**src/rtl/pred_shadow_pkg.sv**
```systemverilog
`timescale 1ns/1ps
package pred_shadow_pkg;
  localparam int MASK_W = 8;
  localparam int LEN_W  = $clog2(MASK_W + 1);

  typedef enum logic [1:0] {
    KIND_PLAIN = 2'b00,
    KIND_CMP   = 2'b01,
    KIND_SETUP = 2'b10,
    KIND_RSVD  = 2'b11
  } slotKind_e;

  typedef enum logic [1:0] {
    TAG_ALWAYS  = 2'b00,
    TAG_IFTRUE  = 2'b01,
    TAG_IFFALSE = 2'b10,
    TAG_ALT     = 2'b11
  } slotTag_e;

  // strobes from control to the state datapath
  typedef struct packed {
    logic              predWr;
    logic              predNew;
    logic              shClear;
    logic              shLoad;
    logic [MASK_W-1:0] loadMask;
    logic [LEN_W-1:0]  loadLen;
    logic [LEN_W-1:0]  advance;
  } shadowStrobe_t;
endpackage

```
**src/rtl/pred_shadow_dp.sv**
```systemverilog
`timescale 1ns/1ps
module pred_shadow_dp
  import pred_shadow_pkg::*;
(
  input  logic              clk,
  input  logic              rstN,
  input  shadowStrobe_t     strobe,
  output logic              predQ,
  output logic [MASK_W-1:0] maskQ,
  output logic [LEN_W-1:0]  remQ
);
  always_ff @(posedge clk or negedge rstN) begin
    if (!rstN) begin
      predQ <= 1'b0;
      maskQ <= '0;
      remQ  <= '0;
    end else begin
      if (strobe.predWr) predQ <= strobe.predNew;
      if (strobe.shClear) begin
        maskQ <= '0;
        remQ  <= '0;
      end else if (strobe.shLoad) begin
        maskQ <= strobe.loadMask;
        remQ  <= strobe.loadLen;
      end else begin
        maskQ <= maskQ >> strobe.advance;
        remQ  <= remQ - strobe.advance;
      end
    end
  end
endmodule

```
**src/rtl/pred_shadow_ctl.sv**
```systemverilog
`timescale 1ns/1ps
module pred_shadow_ctl
  import pred_shadow_pkg::*;
#(
  parameter int SLOTS = 2
) (
  input  logic                          flush,
  input  logic [SLOTS-1:0]              slotValid,
  input  logic [SLOTS-1:0][1:0]         slotKind,
  input  logic [SLOTS-1:0][1:0]         slotTag,
  input  logic [SLOTS-1:0]              slotCmp,
  input  logic [SLOTS-1:0][MASK_W-1:0]  slotMask,
  input  logic [SLOTS-1:0][LEN_W-1:0]   slotLen,
  input  logic                          predQ,
  input  logic [MASK_W-1:0]             maskQ,
  input  logic [LEN_W-1:0]              remQ,
  output logic [SLOTS-1:0]              execEn,
  output shadowStrobe_t                 strobe
);
  localparam logic [LEN_W-1:0] LEN_MAX = LEN_W'(MASK_W);

  logic [SLOTS-1:0][LEN_W-1:0] lenClamp;

  generate
    for (genvar g = 0; g < SLOTS; g++) begin : g_clamp
      assign lenClamp[g] = (slotLen[g] > LEN_MAX) ? LEN_MAX : slotLen[g];
    end
  endgenerate

  // running state while walking the group oldest slot first
  logic              curPred;
  logic [MASK_W-1:0] curMask;
  logic [LEN_W-1:0]  curRem;
  logic              loaded;
  logic              wrote;
  logic [LEN_W-1:0]  adv;
  logic              en;

  always_comb begin
    curPred = predQ;
    curMask = maskQ;
    curRem  = remQ;
    loaded  = 1'b0;
    wrote   = 1'b0;
    adv     = '0;
    en      = 1'b0;
    execEn  = '0;
    for (int i = 0; i < SLOTS; i++) begin
      en = 1'b0;
      if (slotValid[i] && !flush) begin
        if (curRem != '0) begin
          en      = curMask[0] ? curPred : !curPred;
          curMask = curMask >> 1;
          curRem  = curRem - LEN_W'(1);
          if (!loaded) adv = adv + LEN_W'(1);
        end else begin
          case (slotTag_e'(slotTag[i]))
            TAG_IFTRUE:  en = curPred;
            TAG_IFFALSE: en = !curPred;
            default:     en = 1'b1;
          endcase
        end
        if (en) begin
          if (slotKind_e'(slotKind[i]) == KIND_CMP) begin
            curPred = slotCmp[i];
            wrote   = 1'b1;
          end else if (slotKind_e'(slotKind[i]) == KIND_SETUP) begin
            curMask = slotMask[i];
            curRem  = lenClamp[i];
            loaded  = 1'b1;
          end
        end
      end
      execEn[i] = en;
    end
    strobe.predWr   = wrote;
    strobe.predNew  = curPred;
    strobe.shClear  = flush;
    strobe.shLoad   = loaded;
    strobe.loadMask = curMask;
    strobe.loadLen  = curRem;
    strobe.advance  = adv;
  end
endmodule

```
**src/rtl/pred_shadow_ctrl.sv**
```systemverilog
`timescale 1ns/1ps
module pred_shadow_ctrl
  import pred_shadow_pkg::*;
#(
  parameter int SLOTS = 2
) (
  input  logic                          clk,
  input  logic                          rstN,
  input  logic                          flush,
  input  logic [SLOTS-1:0]              slotValid,
  input  logic [SLOTS-1:0][1:0]         slotKind,
  input  logic [SLOTS-1:0][1:0]         slotTag,
  input  logic [SLOTS-1:0]              slotCmp,
  input  logic [SLOTS-1:0][MASK_W-1:0]  slotMask,
  input  logic [SLOTS-1:0][LEN_W-1:0]   slotLen,
  output logic [SLOTS-1:0]              execEn
);
  shadowStrobe_t     strobe;
  logic              predQ;
  logic [MASK_W-1:0] maskQ;
  logic [LEN_W-1:0]  remQ;

  pred_shadow_ctl #(.SLOTS(SLOTS)) i_ctl (
    .flush(flush), .slotValid(slotValid), .slotKind(slotKind),
    .slotTag(slotTag), .slotCmp(slotCmp), .slotMask(slotMask),
    .slotLen(slotLen), .predQ(predQ), .maskQ(maskQ), .remQ(remQ),
    .execEn(execEn), .strobe(strobe)
  );

  pred_shadow_dp i_dp (
    .clk(clk), .rstN(rstN), .strobe(strobe),
    .predQ(predQ), .maskQ(maskQ), .remQ(remQ)
  );
endmodule

```
**config.mk**
```make
export PLATFORM = sky130hd
export DESIGN_NAME = pred_shadow_ctrl
export DESIGN_NICKNAME = d
export VERILOG_FILES = /design/src/rtl/pred_shadow_pkg.sv /design/src/rtl/pred_shadow_dp.sv /design/src/rtl/pred_shadow_ctl.sv /design/src/rtl/pred_shadow_ctrl.sv
export SDC_FILE = /design/constraint.sdc
export NUM_CORES = 1
export LEC_CHECK = 0
export ABC_AREA = 1
export BUFFER_PORTS_ARGS = -buffer_cell sky130_fd_sc_hd__buf_2
export CAP_MARGIN = 20
export CORE_MARGIN = 5
export CORE_UTILIZATION = 25
export CTS_CLUSTER_DIAMETER = 30
export DETAILED_ROUTE_END_ITERATION = 7
export GPL_ROUTABILITY_DRIVEN = 0
export GPL_TIMING_DRIVEN = 0
export MAX_ROUTING_LAYER = met4
export PLACE_DENSITY = 0.48
export SLEW_MARGIN = 5
export SYNTH_ARGS = -nofsm -noshare
export SYNTH_HDL_FRONTEND = slang
export SYNTH_HIERARCHICAL = 1
export SYNTH_SLANG_ARGS = --single-unit
```
**constraint.sdc**
```tcl
create_clock -name clk -period 3.15 [get_ports clk]
set_clock_uncertainty 0.05 [all_clocks]
set_input_delay 0.4725 -clock clk [delete_from_list [all_inputs] [get_ports clk]]
set_output_delay 0.4725 -clock clk [all_outputs]
set_load 0.05 [all_outputs]
```
Word-level counts from Yosys, hierarchy flattened
Index checks and enable logic that the tools add are counted.
W data, S select, Z words.
{"block": "classes", "magnitude_cmp": 2, "eq_ne": 8, "n_mux": 61, "shift": 1, "add_sub_neg": 4, "n_reduce_logical": 7}
{"operator": "$mux W8", "n": 12}
{"operator": "$mux W4", "n": 18}
{"operator": "$mux W1", "n": 29}
{"operator": "$eq A2 B1 Y1 const B", "n": 4}
{"operator": "$eq A2 B2 Y1 const B", "n": 4}
{"operator": "$gt A4 B4 Y1 const B", "n": 2}
{"operator": "$reduce_bool A4 Y1", "n": 2}
{"operator": "$shr A8 B4 Y8", "n": 1}
{"operator": "$sub A4 B1 Y4 const B", "n": 2}
{"operator": "$add A4 B1 Y4 const B", "n": 1}
{"operator": "$pmux W1 S2", "n": 2}
{"operator": "$sub A4 B4 Y4", "n": 1}
{"operator": "$logic_not A1 Y1", "n": 3}
{"operator": "$logic_and A1 B1 Y1", "n": 2}
{"block": "totals", "in_bits": 39, "out_inout_bits": 2, "elab_cells": 86, "regBits": 13}

Depth between registers and ports, before layout
{"block": "depth", "ltp_word": 14, "ltp_mapped": 28, "mapped_depth_nobuf": 26}

Hierarchy
The synthesis kept the hierarchy.
{"module": "pred_shadow_ctl", "instances": 1, "area_per_inst_um2": 1448.9, "cells_each": 301}
{"module": "pred_shadow_dp", "instances": 1, "area_per_inst_um2": 927.1, "cells_each": 121}

Worst setup path after synthesis
OpenSTA, ideal clock, no wires.
{"block": "synth_timing", "path_type": "input port to flip-flop", "from": "in slotTag[0] (netlist bit)", "to": "reg i_dp.remQ[3]", "setup_ns": 0.113, "arrival_ns": 3.246, "path_stages": 26, "t_required_ns": 2.987, "setup_slack_ns": -0.259, "path_buffers": 2, "cell_sequence": "inv_1 ha_1 inv_1 nand3_1 nand2_4 nand2_8 nand2_4 nand3_1 nand3_1 nand2_1 ha_1 nand3_1 inv_1 nand2_2 buf_6 nand2_1 nor2_1 buf_2 inv_2 ha_1 nand3b_1 nand2_1 nand2b_1 nand3_1 nand2_1 inv_1"}
{"element": "start: declaration", "line_no": "pred_shadow_ctrl.sv:12", "source": "input logic [SLOTS-1:0][1:0] slotTag,"}
{"element": "end signal: assignment", "line_no": "pred_shadow_dp.sv:24", "source": "remQ <= strobe.loadLen;"}
{"element": "end signal: assignment", "line_no": "pred_shadow_dp.sv:27", "source": "remQ <= remQ - strobe.advance;"}
{"element": "end: declaration", "line_no": "pred_shadow_dp.sv:10", "source": "output logic [LEN_W-1:0] remQ"}

==> results.cfg <==
[grt]
grt_pass1_vias = 2701
antenna_found_initial = 0
grt.total_usage = 0.134
grt_pass1_wl_um = 12500
grt_max_degree = 14
gr-total-overflow = 0

[clock_network]
cts_sinks = 13
htree_levels = 1
clk_latency_ns = 0.25
clockRootBuffer = clkbuf_8
cts_inserted_buffers = 3
cts.path.max_buffers = 2
tritoncts = built
cts.reportedPaths.clkPinSlew_ns = 0.06
ctsHoldBuffers = 0

[worst_setup_path]
endpoint_kind = register
ff2ff_path_depth = 24
critPathRequiredTime_ns = 3.25
crit_type = register to register
reg2reg_to = i_dp/remQ[2]
reg2reg_from = i_dp/remQ[1]
reg2reg_slack_ns = 0.02
cp-start-kind = register
cp_max_fo = 7
cp.arrival_ns = 3.23

[final_layout]
fin_cells = 623
n_antenna_cell = 0
drive_above_1_share = 0.289
finalNetCount = 545
final_common_cell = nand2_1
syn_to_final_growth_pct = 35.8
most-common-layout-cells = 156 x nand2_1, 59 x nand3_1, 52 x inv_1, 41 x buf_2, 35 x buf_4

[timing]
hold_viol = 0
rsz0062_at_grt = true
max_freq_ghz = 0.319
relSlewSlack = 0.521
fin_crit_sh = 0.994
tightest_slew_ns = 0.716
setup_viol = 0
holdWs_ns = 0.0628
fin_crit_ns = 3.13
drv_slew = 0

[pwr]
ir_drop_v = 0.000293
leakage_nw = 1.74
p_per_area_mw_per_mm2 = 735

[logic_synthesis]
ys_ff_latch = 13
synth_cells = 422
yosysSeqAreaShare = 0.137
synth_top_area_frac = 0.261
post_synth_instance_area_mm2 = 0.00238
avgSynthCellArea_um2 = 5.63
synth_warnings = 6
synth_cell_types = 34
synth.area.top_cells = nand2_1 26%, dfrtp_1 14%, nand3_1 14%, inv_1 9.0%, ha_1 5.3%
synth_largest_area_cell = nand2_1

[drt]
drt_iter0_markers = 208
top_layer = met4
met3WireLength_um = 268
met2_wirelength_um = 3560
wl_met1_um = 3450
postRouteAntennaNets = 0
route.detailed.drc = 0
drt-vias-per-instance = 4.41
vias = 2749
finalWirelength_um = 7370
firstDrtPassIters = 4
wl_per_cell_um = 11.8

[placed_design]
dp.final_hpwl_um = 5900
port_buffers = 40
dp.cells = 592

[job]
max-cap-violations = 0

[floorplan]
rows = 35
die_w_um = 107
core_mm2 = 0.00924
floorplan.initialDensity = 0.257
die_area_mm2 = 0.0116
die_height_um = 107
ios = 41

[run_status]
status = complete, no violations

[min_path]
hold_class = primary input to asynchronous set/reset pin
critical path, cell delays in order (launching register included):
cell	delay, ns
dfrtp_2	0.43
inv_2	0.08
ha_4	0.16
nand2_4	0.06
nor2_4	0.13
nand2_4	0.09
nand2_8	0.09
nand2_8	0.06
nand2_2	0.08
nand3_2	0.06
nand2_2	0.09
inv_2	0.05
ha_4	0.16
nand3_4	0.10
inv_4	0.04
nand2_4	0.07
buf_6	0.12
nand2_8	0.06
nor2_4	0.13
a21oi_4	0.05
ha_2	0.21
fa_2	0.33
xnor2_1	0.13
o21ai_1	0.14
inv_1	0.05
worst max path at each step:
stage,startpoint,end,slack [ns]
after global placement,i_dp/remQ[1],i_dp/remQ[3],-0.45
after detailed placement,slotTag[0],i_dp/remQ[3],-0.46
after CTS,i_dp/remQ[1],i_dp/remQ[2],-0.008
after floorplan,slotTag[0],i_dp/remQ[2],0.01
after global routing,i_dp/remQ[1],i_dp/remQ[2],-0.14
final,i_dp/remQ[1],i_dp/remQ[2],0.02
sequential cells by signal, summed over array words and instances (netlist names):
signal      count
i_dp/predQ      1
i_dp/remQ       4
i_dp/maskQ      8
cell families (layout without fill, tap and decap cells):
family,after synthesis,after routing,synth area share
adder cells (fa/ha/maj),11,11,0.0611
XOR/XNOR,3,3,0.0111
buffers and inverters,80,151,0.158
flip-flops,13,13,0.137
other,1,2,0.00158
AO/OA/AOI/OAI,30,30,0.0721
AND/OR/NAND/NOR,283,283,0.555
multiplexers,1,1,0.00474
synthesized netlist by cell type (all sizes together):
cell type / number
nand2: 174
a22oi: 2
o22ai: 5
clkbuf: 2
conb: 1
o21ai: 10
nand3: 68
buf: 16
mux2: 1
nor2: 34
a21oi: 10
nand4: 4
ha: 10
xnor2: 3
nand2b: 1
a31oi: 1
fa: 1
nand3b: 1
o211ai: 2
nor3: 1
inv: 62
dfrtp: 13
metrics by stage:
step | TNS, ns | utilization | total power, W | setup slack, ns | cell area, µm²
2_1_floorplan | 0 | - | 0.00146 | 0.0128 | 2440
3_3_place_gp | -3.83 | 0.303 | 0.00176 | -0.454 | 2800
3_5_place_dp | -4.58 | 0.303 | 0.00176 | -0.463 | 2800
4_1_cts | -0.0110 | 0.331 | 0.00219 | -0.00823 | 3060
5_1_grt | -1.04 | 0.349 | 0.00261 | -0.138 | 3230
6_report | 0 | 0.349 | 0.00237 | 0.0178 | 3230
timing repair:
action,CTS,global route
hold endpoints to repair,0,0
buffers inserted,19,9
pin swaps,13,17
gates resized for setup,21,25
setup endpoints to repair,14,13
report_power, final:
part | total [W] | internal [W] | switching, W
Clock | 0.000158 | 0.0000897 | 0.0000687
Combinational | 0.00197 | 0.000828 | 0.00114
Sequential | 0.000244 | 0.000199 | 0.0000447
Total | 0.00237 | 0.00112 | 0.00125
cell type report:
class                      count  area (µm²)
clock buffer                   4        45.0
buffer                        17         138
tap                          129         161
fill                        1009        6010
sequential                    13         327
timing repair buffer          68         420
multi-input combinational    330        1880
inverter                      62         259
layer usage:
| metal | vias to the layer above | track usage |
|---|---|---|
| li1 | 1464 | - |
| met1 | 1224 | 0.170 |
| met2 | 53 | 0.231 |
| met3 | 8 | 0.0132 |
| met4 | 0 | 0.0325 |
| met5 | - | - |
(Power assumes the default switching activity.)
